### src/rtl/frame_tx_pkg.sv
package frame_tx_pkg;

    typedef enum logic [2:0] {
        ST_IDLE,
        ST_PRE,
        ST_SYNC,
        ST_TRL,
        ST_PAY,
        ST_CRC,
        ST_FIN
    } ftx_state_t;

    localparam logic [15:0] CRC_POLY = 16'h1021;
    localparam logic [15:0] CRC_SEED = 16'hFFFF;

    // Advance the CRC register over one byte, most significant bit first.
    function automatic logic [15:0] crc_next_byte(input logic [15:0] c_in, input logic [7:0] d);
        logic [15:0] c;
        logic fb;
        c = c_in;
        for (int i = 7; i >= 0; i--) begin
            fb = c[15] ^ d[i];
            c  = {c[14:0], 1'b0};
            if (fb) c = c ^ CRC_POLY;
        end
        return c;
    endfunction

    // Sync length in bits from the select code.
    function automatic logic [6:0] sync_bits(input logic [1:0] sel);
        case (sel)
            2'd0:    return 7'd32;
            2'd1:    return 7'd48;
            default: return 7'd64;
        endcase
    endfunction

endpackage

### src/rtl/frame_tx_feed.sv
module frame_tx_feed #(
    parameter int FIFO_DEPTH = 64,
    localparam int AW = $clog2(FIFO_DEPTH)
) (
    input  logic          clk,
    input  logic          rst_n,
    input  logic          clr_ptr,
    input  logic          load_byte,
    input  logic          pay_step,
    input  logic          crc_init,
    input  logic          crc_step,
    input  logic          manch,
    input  logic [AW:0]   fifo_level,
    input  logic [7:0]    fifo_rdata,
    output logic [AW-1:0] fifo_raddr,
    output logic          more_data,
    output logic          pay_bit,
    output logic          pay_last_sym,
    output logic          crc_bit
);
    import frame_tx_pkg::*;

    logic [AW:0]  rd_cnt;
    logic [7:0]   shreg;
    logic [2:0]   bit_idx;
    logic         half;
    logic [15:0]  crc_q;

    always_ff @(posedge clk or negedge rst_n) begin
        if (!rst_n) begin
            rd_cnt <= '0;
        end else if (clr_ptr) begin
            rd_cnt <= '0;
        end else if (load_byte) begin
            rd_cnt <= rd_cnt + 1'b1;
        end
    end

    always_ff @(posedge clk or negedge rst_n) begin
        if (!rst_n) begin
            shreg   <= '0;
            bit_idx <= '0;
            half    <= 1'b0;
        end else if (load_byte) begin
            shreg   <= fifo_rdata;
            bit_idx <= '0;
            half    <= 1'b0;
        end else if (pay_step) begin
            if (manch && !half) begin
                half <= 1'b1;
            end else begin
                half    <= 1'b0;
                shreg   <= {shreg[6:0], 1'b0};
                bit_idx <= bit_idx + 1'b1;
            end
        end
    end

    always_ff @(posedge clk or negedge rst_n) begin
        if (!rst_n) begin
            crc_q <= CRC_SEED;
        end else if (crc_init) begin
            crc_q <= CRC_SEED;
        end else if (load_byte) begin
            crc_q <= crc_next_byte(crc_q, fifo_rdata);
        end else if (crc_step) begin
            crc_q <= {crc_q[14:0], 1'b0};
        end
    end

    assign fifo_raddr   = rd_cnt[AW-1:0];
    assign more_data    = (rd_cnt != fifo_level);
    assign pay_bit      = (manch && half) ? ~shreg[7] : shreg[7];
    assign pay_last_sym = (bit_idx == 3'd7) && (!manch || half);
    assign crc_bit      = crc_q[15];

endmodule

### src/rtl/frame_tx_seq.sv
module frame_tx_seq #(
    parameter int PRE_W  = 3,
    parameter int SYNC_W = 64,
    parameter int TRL_W  = 4,
    localparam int CNT_W = $clog2(SYNC_W) + 1
) (
    input  logic              clk,
    input  logic              rst_n,
    input  logic              start,
    input  logic              sym_en,
    input  logic [PRE_W-1:0]  cfg_pre_bytes,
    input  logic [1:0]        cfg_sync_sel,
    input  logic [SYNC_W-1:0] cfg_sync_word,
    input  logic [TRL_W-1:0]  cfg_trl_len,
    input  logic              cfg_crc_en,
    input  logic              more_data,
    input  logic              pay_bit,
    input  logic              pay_last_sym,
    input  logic              crc_bit,
    output logic              clr_ptr,
    output logic              load_byte,
    output logic              pay_step,
    output logic              crc_init,
    output logic              crc_step,
    output logic              tx_bit,
    output logic              pkt_active,
    output logic              done
);
    import frame_tx_pkg::*;

    localparam logic [CNT_W-1:0] TRL_MAX_CODE = CNT_W'(12);
    localparam logic [CNT_W-1:0] TRL_BASE     = CNT_W'(4);
    localparam logic [CNT_W-1:0] TRL_CAP      = CNT_W'(16);
    localparam logic [CNT_W-1:0] CRC_LEN      = CNT_W'(16);

    ftx_state_t       state, state_nxt;
    logic [CNT_W-1:0] cnt;
    logic [CNT_W-1:0] fld_len;
    logic [CNT_W-1:0] sync_len;
    logic [CNT_W-1:0] trl_code;
    logic [CNT_W-1:0] sync_idx;
    logic             fld_last;
    logic             cur_bit;
    logic             after_data;

    assign sync_len = CNT_W'(sync_bits(cfg_sync_sel));
    assign trl_code = CNT_W'(cfg_trl_len);
    assign sync_idx = sync_len - 1'b1 - cnt;

    always_comb begin
        unique case (state)
            ST_PRE:  fld_len = (CNT_W'(cfg_pre_bytes) + 1'b1) << 3;
            ST_SYNC: fld_len = sync_len;
            ST_TRL:  fld_len = (trl_code > TRL_MAX_CODE) ? TRL_CAP : trl_code + TRL_BASE;
            ST_CRC:  fld_len = CRC_LEN;
            default: fld_len = '1;
        endcase
    end

    assign fld_last   = (cnt == fld_len - 1'b1);
    assign after_data = cfg_crc_en;

    always_comb begin
        unique case (state)
            ST_PRE:  cur_bit = ~cnt[0];
            ST_SYNC: cur_bit = cfg_sync_word[sync_idx[CNT_W-2:0]];
            ST_TRL:  cur_bit = cfg_sync_word[0] ^ ~cnt[0];
            ST_PAY:  cur_bit = pay_bit;
            ST_CRC:  cur_bit = crc_bit;
            default: cur_bit = 1'b0;
        endcase
    end

    always_comb begin
        state_nxt = state;
        unique case (state)
            ST_IDLE: if (start) state_nxt = ST_PRE;
            ST_PRE:  if (sym_en && fld_last) state_nxt = ST_SYNC;
            ST_SYNC: if (sym_en && fld_last) state_nxt = ST_TRL;
            ST_TRL:  if (sym_en && fld_last)
                         state_nxt = more_data ? ST_PAY : (after_data ? ST_CRC : ST_FIN);
            ST_PAY:  if (sym_en && pay_last_sym && !more_data)
                         state_nxt = after_data ? ST_CRC : ST_FIN;
            ST_CRC:  if (sym_en && fld_last) state_nxt = ST_FIN;
            ST_FIN:  if (sym_en) state_nxt = ST_IDLE;
            default: state_nxt = ST_IDLE;
        endcase
    end

    assign crc_init  = (state == ST_IDLE) && start;
    assign clr_ptr   = (state == ST_SYNC) && sym_en && fld_last;
    assign load_byte = sym_en && more_data &&
                       (((state == ST_TRL) && fld_last) || ((state == ST_PAY) && pay_last_sym));
    assign pay_step  = sym_en && (state == ST_PAY);
    assign crc_step  = sym_en && (state == ST_CRC);

    always_ff @(posedge clk or negedge rst_n) begin
        if (!rst_n) state <= ST_IDLE;
        else        state <= state_nxt;
    end

    always_ff @(posedge clk or negedge rst_n) begin
        if (!rst_n) begin
            cnt <= '0;
        end else if (state == ST_IDLE) begin
            cnt <= '0;
        end else if (sym_en) begin
            cnt <= (state_nxt != state) ? '0 : cnt + 1'b1;
        end
    end

    always_ff @(posedge clk or negedge rst_n) begin
        if (!rst_n) begin
            tx_bit     <= 1'b0;
            pkt_active <= 1'b0;
            done       <= 1'b0;
        end else begin
            done <= 1'b0;
            if (sym_en) begin
                if (state == ST_FIN) begin
                    tx_bit     <= 1'b0;
                    pkt_active <= 1'b0;
                    done       <= 1'b1;
                end else if (state != ST_IDLE) begin
                    tx_bit     <= cur_bit;
                    pkt_active <= 1'b1;
                end
            end
        end
    end

endmodule

### src/rtl/frame_tx.sv
module frame_tx #(
    parameter int FIFO_DEPTH = 64
) (
    input  logic                           clk,
    input  logic                           rst_n,
    input  logic                           start,
    input  logic                           sym_en,
    input  logic [2:0]                     cfg_pre_bytes,
    input  logic [1:0]                     cfg_sync_sel,
    input  logic [63:0]                    cfg_sync_word,
    input  logic [3:0]                     cfg_trl_len,
    input  logic                           cfg_manch,
    input  logic                           cfg_crc_en,
    input  logic [$clog2(FIFO_DEPTH):0]    fifo_level,
    input  logic [7:0]                     fifo_rdata,
    output logic [$clog2(FIFO_DEPTH)-1:0]  fifo_raddr,
    output logic                           fifo_empty,
    output logic                           tx_bit,
    output logic                           pkt_active,
    output logic                           done
);
    logic clr_ptr, load_byte, pay_step, crc_init, crc_step;
    logic more_data, pay_bit, pay_last_sym, crc_bit;

    frame_tx_seq #(.PRE_W(3), .SYNC_W(64), .TRL_W(4)) u_seq (
        .clk          (clk),
        .rst_n        (rst_n),
        .start        (start),
        .sym_en       (sym_en),
        .cfg_pre_bytes(cfg_pre_bytes),
        .cfg_sync_sel (cfg_sync_sel),
        .cfg_sync_word(cfg_sync_word),
        .cfg_trl_len  (cfg_trl_len),
        .cfg_crc_en   (cfg_crc_en),
        .more_data    (more_data),
        .pay_bit      (pay_bit),
        .pay_last_sym (pay_last_sym),
        .crc_bit      (crc_bit),
        .clr_ptr      (clr_ptr),
        .load_byte    (load_byte),
        .pay_step     (pay_step),
        .crc_init     (crc_init),
        .crc_step     (crc_step),
        .tx_bit       (tx_bit),
        .pkt_active   (pkt_active),
        .done         (done)
    );

    frame_tx_feed #(.FIFO_DEPTH(FIFO_DEPTH)) u_feed (
        .clk         (clk),
        .rst_n       (rst_n),
        .clr_ptr     (clr_ptr),
        .load_byte   (load_byte),
        .pay_step    (pay_step),
        .crc_init    (crc_init),
        .crc_step    (crc_step),
        .manch       (cfg_manch),
        .fifo_level  (fifo_level),
        .fifo_rdata  (fifo_rdata),
        .fifo_raddr  (fifo_raddr),
        .more_data   (more_data),
        .pay_bit     (pay_bit),
        .pay_last_sym(pay_last_sym),
        .crc_bit     (crc_bit)
    );

    assign fifo_empty = ~more_data;

endmodule

### config.mk
export PLATFORM = sky130hd
export DESIGN_NAME = frame_tx
export DESIGN_NICKNAME = d
export VERILOG_FILES = /design/src/rtl/frame_tx_pkg.sv /design/src/rtl/frame_tx_feed.sv /design/src/rtl/frame_tx_seq.sv /design/src/rtl/frame_tx.sv
export SDC_FILE = /design/constraint.sdc
export NUM_CORES = 1
export LEC_CHECK = 0
export BUFFER_PORTS_ARGS = -buffer_cell sky130_fd_sc_hd__buf_2
export CAP_MARGIN = 20
export CORE_MARGIN = 4
export CORE_UTILIZATION = 50
export CTS_CLUSTER_SIZE = 25
export DETAILED_ROUTE_END_ITERATION = 6
export GPL_ROUTABILITY_DRIVEN = 1
export PLACE_DENSITY = 0.86
export SYNTH_ARGS = -nofsm -noshare
export SYNTH_HDL_FRONTEND = slang
export SYNTH_SLANG_ARGS = --single-unit
### constraint.sdc
create_clock -name clk -period 6.2 [get_ports clk]
set_input_delay 0.31 -clock clk [delete_from_list [all_inputs] [get_ports clk]]
set_output_delay 0.31 -clock clk [all_outputs]
set_load 0.01 [all_outputs]
==> reports/metrics.yaml, run 1 <==
status: "finished clean"
netlist_instances: 419
synth-seq-cells: 48
layout.nets: 600
pre_cts_ws_ns: 2.55
yosysWarnings: 0
end_kind: "register"
clk_pin_slew_ns: 0.10
ir_drop_mv: 0.144
power_density_mw_per_mm2: 378
clk_latency_ns: 0.31
worst_slack_ns: 2.41
postCtsSetupRepairBufs: 0
final_max_slew_viol_count: 0
ys_seq_area_share_pct: 30.8
cts_hold_buffers: 0
diodes: 0
synth_common_cells: "nand2_1 (47), nor2_1 (34), dfrtp_1 (32), xnor2_1 (32), o21ai_0 (24)"
start_util_pct: 51.2
fp.coreArea_mm2: 0.00773
via_per_inst: 6.06
power.total_mw: 1.72
syn_area_mm2: 0.00396
async_flop_share_pct: 100
slew_headroom_pct: 34.8
cts_resized: 0
grt_max_degree: 62
ant_nets: 0
num_rows: 32
fmax_mhz: 264
synth.most_common_cell: "nand2_1"
period_share_pct: 61.1
worst_clock_skew_ns: 0.00826
antenna_found_initial: 0
min_period_ns: 3.79
arrival_ns: 4.03
crit_type: "register to register"
rsz0062_at_grt: "false"
synth_edf_count: 0
grt_pass1_wl_um: 17400
synth.top_cell.area_share_pct: 20.2
clkSinkCount: 48
crit_slowest_cell: "dfrtp_1"
firstDrtPassIters: 6
synth_top_flop_cell: "dfrtp_1"
routedWlPerCell_um: 17.2
max-clock-path-buffers: 2
gp_congestion: 0.934
cts-htree-levels: 2
drive_above_1_share_pct: 33.9
die_x_um: 97.0
cpMostUsedCell: "xnor2_1"
synth.avg_cell_area_um2: 9.45
numCtsBuffers: 5
tightest_slew_ns: 0.975
required_ns: 6.44
utilization_pct: 58.9
grt_use_total_pct: 22.2
dp_hpwl_um: 7910
slowest_delay_ns: 0.89
path_max_fanout: 61
drt_wl_total_um: 10300
synth_area_leaders: "dfrtp_1 (20%), mux4_2 (12%), dfstp_2 (11%)"
drc: 0
area_growth_pct: 15.0
dr.first_iter.drc_count: 331
die_area_mm2: 0.00941
crit_path_start_kind: "register"
globalRouteOverflowTotal: 0
syn_nets: 521
cp_cell_sequence: "o21ai_0 > and2_1 > ha_1 > xnor2_1 > xnor2_1 > o2111ai_1 > nor4_1 > a31oi_4 > buf_4 > or3_1 > a21oi_1"
die_y_um: 97.0
cap_violations: 0
vias: 3643
synthDistinctLibCells: 63
setup_tns_ns: 0
grt_pass1_vias: 3582
cts_root_buf: "clkbuf_8"
hold_viol_final: 0
power.leakage_nw: 1.92
tritoncts: "built"
setup_viol: 0
portBuffers: 103
io_pins: 104
synth_top_cell_by_area: "dfrtp_1"
min_path_type: "input pin to register"
==> cells in the final DEF, fill, tap and decap left out, types with 4 or more instances in the layout <==
cell type	synthesis	layout
a21oi_1	15	15
a31oi_1	11	11
and2_1	4	4
and3_1	4	4
buf_2	7	103
clkbuf_8	0	5
dfrtp_1	32	32
dfstp_2	16	16
ha_1	8	8
inv_1	8	8
mux2_2	5	5
mux4_2	21	21
nand2_1	47	47
nand2b_1	4	4
nand3_1	16	16
nand4_1	4	4
nor2_1	34	34
nor2b_1	4	4
nor3_1	6	6
o211ai_1	11	11
o21ai_0	24	24
o21ai_1	4	4
o221ai_1	4	4
or3_1	7	7
xnor2_1	32	32
xor2_1	11	11
==> routing by layer <==
layer / share of wire [%] / track usage (%)
met2: 48 / 35.5
met5: 0 / 0
met1: 43 / 30.5
met3: 6.7 / 4.90
met4: 2.7 / 6.05
==> area by class of cell <==
cell class,instances,area [um2]
Fill cell,679,3170
Multi-Input combinational cell,328,2500
Sequential cell,48,1220
Timing Repair Buffer,107,561
Tap cell,102,128
Clock buffer,5,68.8
Clock inverter,3,47.5
Inverter,8,30.0
==> worst paths after layout <==
kind / startpoint / slack (ns) / endpoint / cells past startpoint
worst max-delay path: u_seq.state[2] / 2.41 / u_feed.rd_cnt[5] / 11
worst min-delay path: start / 0.29 / u_feed.crc_q[0] / 3
worst max register to register: u_seq.state[2] / 2.41 / u_feed.rd_cnt[5] / 11
worst min register to register: u_seq.tx_bit / 0.53 / u_seq.tx_bit / 1
max in group asynchronous: rst_n / 5.28 / u_feed.crc_q[15] / 3
min in group asynchronous: rst_n / 0.39 / u_seq.pkt_active / 2
==> flip-flops by register name (all words and copies together) (netlist names) <==
name,flops
u_feed.crc_q,16
u_feed.shreg,8
u_feed.rd_cnt,7
u_seq.cnt,7
u_feed.bit_idx,3
u_seq.state,3
u_feed.half,1
u_seq.done,1
u_seq.pkt_active,1
u_seq.tx_bit,1
==> cells by family (layout without fill, tap and decap cells) <==
kind of cell,count (synthesis),in the layout,synth area share [%]
AND/OR/NAND/NOR,146,146,17.8
AO/OA/AOI/OAI,102,102,18.9
flip-flops,48,48,30.8
XOR/XNOR,43,43,9.51
buffers and inverters,43,123,6.29
multiplexers,29,29,14.1
adder cells (fa/ha/maj),8,8,2.53
==> worst max-delay path, delay by kind of cell (launching register included) <==
family | cells | cell delay [ns]
compound gates | 4 | 0.81
xor+xnor | 2 | 0.38
fa+ha+maj | 1 | 0.23
buf+inv | 1 | 0.32
flops | 1 | 0.89
simple gates | 3 | 1.08
==> power breakdown <==
part	total [mW]	internal, mW	switching (mW)	leakage (nW)
Clock	0.235	0.122	0.113	0.0583
Sequential	0.575	0.429	0.146	0.598
Combinational	0.911	0.467	0.443	1.27
Total	1.72	1.02	0.703	1.92
==> per-stage QoR <==
step | hold slack [ns] | std cells | instance area (um2)
floorplan | 0.0144 | 419 | 3960
finish | 0.292 | 601 | 4550
detailed placement | 0.486 | 591 | 4410
global placement | 0.488 | 591 | 4410
CTS | 0.232 | 599 | 4520
global route | 0.304 | 601 | 4550
No activity file was read; power rests on OpenSTA's default activity.
==> run 2, diff against run 1 <==
CORE_UTILIZATION = 49   (was 50)
PLACE_DENSITY = 0.88   (was 0.86)
clock period = 3.05 ns   (was 6.2 ns; I/O delays follow)
==> reports/metrics.yaml, run 2 (same netlist as run 1, synthesis figures left out) <==
ant_nets: 0
power.total_mw: 3.63
arrival_ns: 3.19
hold_viol_final: 0
drive_above_1_share_pct: 38.1
min_period_ns: 2.94
switching_share_pct: 41.6
clkSinkCount: 48
stdcell_count: 627
largest_reg_flops: 16
final_max_slew_viol_count: 0
die_x_um: 97.9
firstDrtPassIters: 5
slew_headroom_pct: 57.3
min_path_type: "input pin to register"
gp_congestion: 0.927
combPwrFrac_pct: 60.1
diodes: 0
timing.critical_path.from: "u_seq.state[0]"
reg_top3: "u_feed.crc_q x16, u_feed.shreg x8"
required_ns: 3.29
ir_drop_mv: 0.329
final_common_cell: "buf_2"
num_rows: 32
grt_pass1_wl_um: 18700
globalRouteOverflowTotal: 0
numCtsBuffers: 5
setup_viol: 0
clk_pin_slew_ns: 0.09
crit_path_start_kind: "register"
cap_violations: 0
period_share_pct: 96.6
cts_root_buf: "clkbuf_8"
top_register: "u_feed.crc_q"
drc: 0
reg2reg_slack_ns: 0.11
power.leakage_nw: 2.05
rr_endpoint: "u_feed.rd_cnt[4]"
r2r.worst_path.cells: 13
fin_area_mm2: 0.00478
worst_clock_skew_ns: 0.0165
place_area_mm2: 0.00459
seq_power_share_pct: 29.2
grt_max_degree: 52
dp_hpwl_um: 8650
max-clock-path-buffers: 2
rr_startpoint: "u_seq.state[0]"
dr.first_iter.drc_count: 352
placedCellCount: 612
path_max_fanout: 18
final_cell_mix: "buf_2 (103), nand2_1 (47), nor2_1 (33)"
via_per_inst: 6.10
die_y_um: 97.9
antenna_found_initial: 0
routedWlPerCell_um: 18.2
tritoncts: "built"
power_frac_clock_pct: 10.6
vias: 3822
crit_path_end: "u_feed.rd_cnt[4]"
holdWs_ns: 0.134
fillers: 660
portBuffers: 103
status: "finished clean"
grt_pass1_vias: 3895
clk_latency_ns: 0.32
layout.nets: 626
crit_type: "register to register"
die_area_mm2: 0.00958
drt_wl_total_um: 11400
p_switching_mw: 1.51
cts-htree-levels: 2
power_density_mw_per_mm2: 759
fp.coreArea_mm2: 0.00781
io_pins: 104
tightest_slew_ns: 0.639
grt_use_total_pct: 23.7
internal_power_mw: 2.12
fmax_mhz: 340
area_growth_pct: 20.8
start_util_pct: 50.7
end_kind: "register"
-- run 2: cell types whose count changed in the layout (fill, tap and decap cells not counted), sizes merged --
cell and delta:
clkinv -1, buf +25, inv +1, bufinv -1, clkbuf +2
-- run 2: layout make-up --
type / count / area [um2] / area share (%)
Timing Repair Buffer: 133 / 798 / 16.7
Inverter: 8 / 30.0 / 0.628
Sequential cell: 48 / 1220 / 25.5
Clock buffer: 6 / 72.6 / 1.52
Clock inverter: 2 / 11.3 / 0.235
Multi-Input combinational cell: 328 / 2520 / 52.7
Tap cell: 102 / 128 / 2.67
-- run 2: worst max-delay path, cell delays in order, from the launching register on --
cell       delay, ns
dfrtp_1         0.42
buf_12          0.16
or2_1           0.24
and2_1          0.15
ha_2            0.20
xnor2_1         0.13
xnor2_1         0.20
o2111ai_2       0.17
nor4_2          0.26
buf_4           0.16
a31oi_4         0.11
buf_4           0.17
or3_1           0.34
a21oi_1         0.16
-- run 2: how the worst min path moves through the flow --
stage | end | from | slack (ns) | cells past startpoint
4_1_cts | u_seq.state[2] | rst_n | 0.07 | 1
2_1_floorplan | u_feed.bit_idx[0] | rst_n | -0.14 | 0
5_1_grt | u_feed.shreg[1] | fifo_rdata[1] | 0.13 | 3
3_3_place_gp | u_seq.state[0] | rst_n | 0.40 | 1
6_report | u_feed.shreg[0] | fifo_rdata[0] | 0.13 | 3
3_5_place_dp | u_seq.state[0] | rst_n | 0.41 | 1
-- run 2: routing by layer --
metal  wire, um  part of all wire (%)  GRT usage, %  vias up
li1           -                     -             -     1741
met1       4660                    41          31.6     1843
met2       5710                    50          39.5      217
met3        806                   7.1          3.50       21
met4        238                   2.1          7.88        0
met5          0                     0             0        -
-- run 2: what timing repair did --
item,CTS,global route
endpoints found under the setup margin,0,36
buffers inserted,0,4
hold endpoints to repair,0,32
hold buffers,0,1
resized for setup,0,7
-- run 2: power groups by stage --
stage	Sequential [mW]	Combinational (mW)	Clock, mW
CTS	1.06	2.13	0.392
global route	1.09	2.39	0.420
global placement	1.05	2.04	0
finish	1.06	2.18	0.385
detailed placement	1.07	2.12	0
floorplan	0.995	1.65	0
-- run 2: through the flow --
| step | utilization (%) | setup TNS, ns | setup WS, ns |
|---|---|---|---|
| floorplan | - | 0 | 0.261 |
| global placement | 58.8 | 0 | 0.111 |
| detailed placement | 58.8 | -0.0574 | -0.0273 |
| CTS | 59.9 | 0 | 0.0236 |
| global route | 61.3 | -0.00293 | -0.00293 |
| finish | 61.3 | 0 | 0.105 |
==> run 3, diff against run 2 <==
ABC_AREA = 1   (was default)
GPL_ROUTABILITY_DRIVEN = 0   (was 1)
==> reports/metrics.yaml, run 3 <==
drt_wl_total_um: 12000
synthDistinctLibCells: 33
ys_seq_area_share_pct: 30.0
final_common_cell: "nand2_1"
min_period_ns: 2.91
stdcell_count: 830
syn_nets: 728
clk_pin_slew_ns: 0.08
holdWs_ns: 0.0898
synth_edf_count: 0
fin_area_mm2: 0.00489
dr.first_iter.drc_count: 323
slew_headroom_pct: 59.4
die_x_um: 99.1
cp_cell_sequence: "nand2_1 > nor2_4 > nand3_1 > and2_1 > ha_1 > xor2_1 > nand3_1 > a21oi_2 > nand2_1 > nor2_4 > nand3_1 > o21ai_2 > nand2_4 > buf_12 > nand2_1 > o211ai_1"
tightest_slew_ns: 0.607
hold_viol_final: 0
crit_type: "register to register"
grt_max_degree: 49
end_kind: "register"
io_pins: 104
setup_viol: 0
tritoncts: "built"
utilization_pct: 62.0
syn_area_mm2: 0.00406
place_area_mm2: 0.00462
power_density_mw_per_mm2: 723
placedCellCount: 812
final_cell_mix: "nand2_1 (176), buf_2 (103), nor2_1 (76)"
fp.coreArea_mm2: 0.00789
required_ns: 3.24
max-clock-path-buffers: 2
synth_area_leaders: "dfrtp_1 (20%), nand2_1 (16%), dfstp_2 (10%)"
cp.buffers_inverters: 1
synth.most_common_cell: "nand2_1"
grtUsageMet1_pct: 29.0
portBuffers: 103
pre_cts_ws_ns: 0.0875
synth-seq-cells: 48
status: "finished clean"
top_register: "u_feed.crc_q"
area_growth_pct: 20.4
synth_top_flop_cell: "dfrtp_1"
start_util_pct: 51.5
grt_use_total_pct: 23.1
min_path_type: "input pin to register"
routedWlPerCell_um: 14.5
antenna_found_initial: 0
grt_pass1_vias: 4249
die_y_um: 99.1
async_flop_share_pct: 100
power.total_mw: 3.54
crit_slowest_cell: "dfrtp_2"
ir_drop_mv: 0.470
drive_above_1_share_pct: 22.7
worst_slack_ns: 0.140
ant_nets: 0
vias: 4625
synth_common_cells: "nand2_1 (177), nor2_1 (77), nand3_1 (69)"
diodes: 0
path_max_fanout: 31
netlist_instances: 626
use_met2_pct: 40.8
clk_latency_ns: 0.31
final_max_slew_viol_count: 0
cap_violations: 0
via_per_inst: 5.57
globalRouteOverflowTotal: 0
reg_top3: "u_feed.crc_q x16, u_feed.shreg x8"
synth.avg_cell_area_um2: 6.49
grt_use_met3_pct: 3.89
dp_hpwl_um: 8770
synth_top_cell_by_area: "dfrtp_1"
layout.nets: 829
crit_family: "simple AND/OR/NAND/NOR gates"
firstDrtPassIters: 6
slowest_delay_ns: 0.42
arrival_ns: 3.10
worst_clock_skew_ns: 0.00522
period_share_pct: 95.4
clkSinkCount: 48
num_rows: 32
fmax_mhz: 344
synth.top_cell.area_share_pct: 19.7
largest_reg_flops: 16
drc: 0
grt_pass1_wl_um: 19100
setup_tns_ns: 0
die_area_mm2: 0.00981
busiest_layer: "met2"
crit_path_start_kind: "register"
yosysWarnings: 0
cts_root_buf: "clkbuf_8"
power.leakage_nw: 2.55
cts-htree-levels: 2
numCtsBuffers: 5
[run 3: final timing paths]
kind,slack (ns),start,cells after the start,endpoint
min in group asynchronous,0.31,rst_n,2,u_feed.shreg[0]
worst max-delay path,0.14,u_seq.state[0],16,u_feed.shreg[5]
worst max register to register,0.14,u_seq.state[0],16,u_feed.shreg[5]
worst min register to register,0.49,u_seq.tx_bit,2,u_seq.tx_bit
worst min-delay path,0.09,fifo_rdata[0],3,u_feed.shreg[0]
max in group asynchronous,2.18,rst_n,3,u_feed.crc_q[3]
[run 3: logic make-up after synthesis]
group | Yosys count | synth area share, %
DFF | 48 | 30.0
xor gates and xnor gates | 38 | 8.19
AOI/OAI and AO/OA | 93 | 13.3
buffers and inverters | 90 | 9.88
adders and majority gates | 8 | 2.46
and+or+nand+nor | 349 | 36.1
[run 3: timing repair]
item / in CTS / in global routing
endpoints found under the hold margin: 0 / 10
buffers inserted: 0 / 7
endpoints found under the setup margin: 0 / 38
hold buffers: 0 / 1
gates resized for setup: 0 / 21
[run 3: worst reg2reg max path: cells and delay by family (launching register included)]
family / cells / cell delay, ns
buffers and inverters: 1 / 0.19
AND/OR/NAND/NOR: 10 / 1.37
AO/OA/AOI/OAI: 3 / 0.37
adder cells (fa/ha/maj): 1 / 0.28
flip-flops: 1 / 0.42
XOR/XNOR: 1 / 0.14
[run 3: power breakdown]
part / switching, mW / internal, mW
combinational: 1.24 / 0.795
sequential: 0.209 / 0.886
clock: 0.221 / 0.186
[run 3: per-layer routing]
| metal | vias up | share of wire (%) |
|---|---|---|
| met5 | - | 0 |
| met4 | 0 | 2.2 |
| met3 | 33 | 6.9 |
| met2 | 231 | 52 |
| met1 | 2133 | 39 |
| li1 | 2228 | - |
[run 3: cell type report]
class	count	area, um2
Clock buffer	8	90.1
Sequential cell	48	1220
Multi-Input combinational cell	488	2480
Tap cell	102	128
Fill cell	675	3000
Inverter	59	228
Timing Repair Buffer	125	738
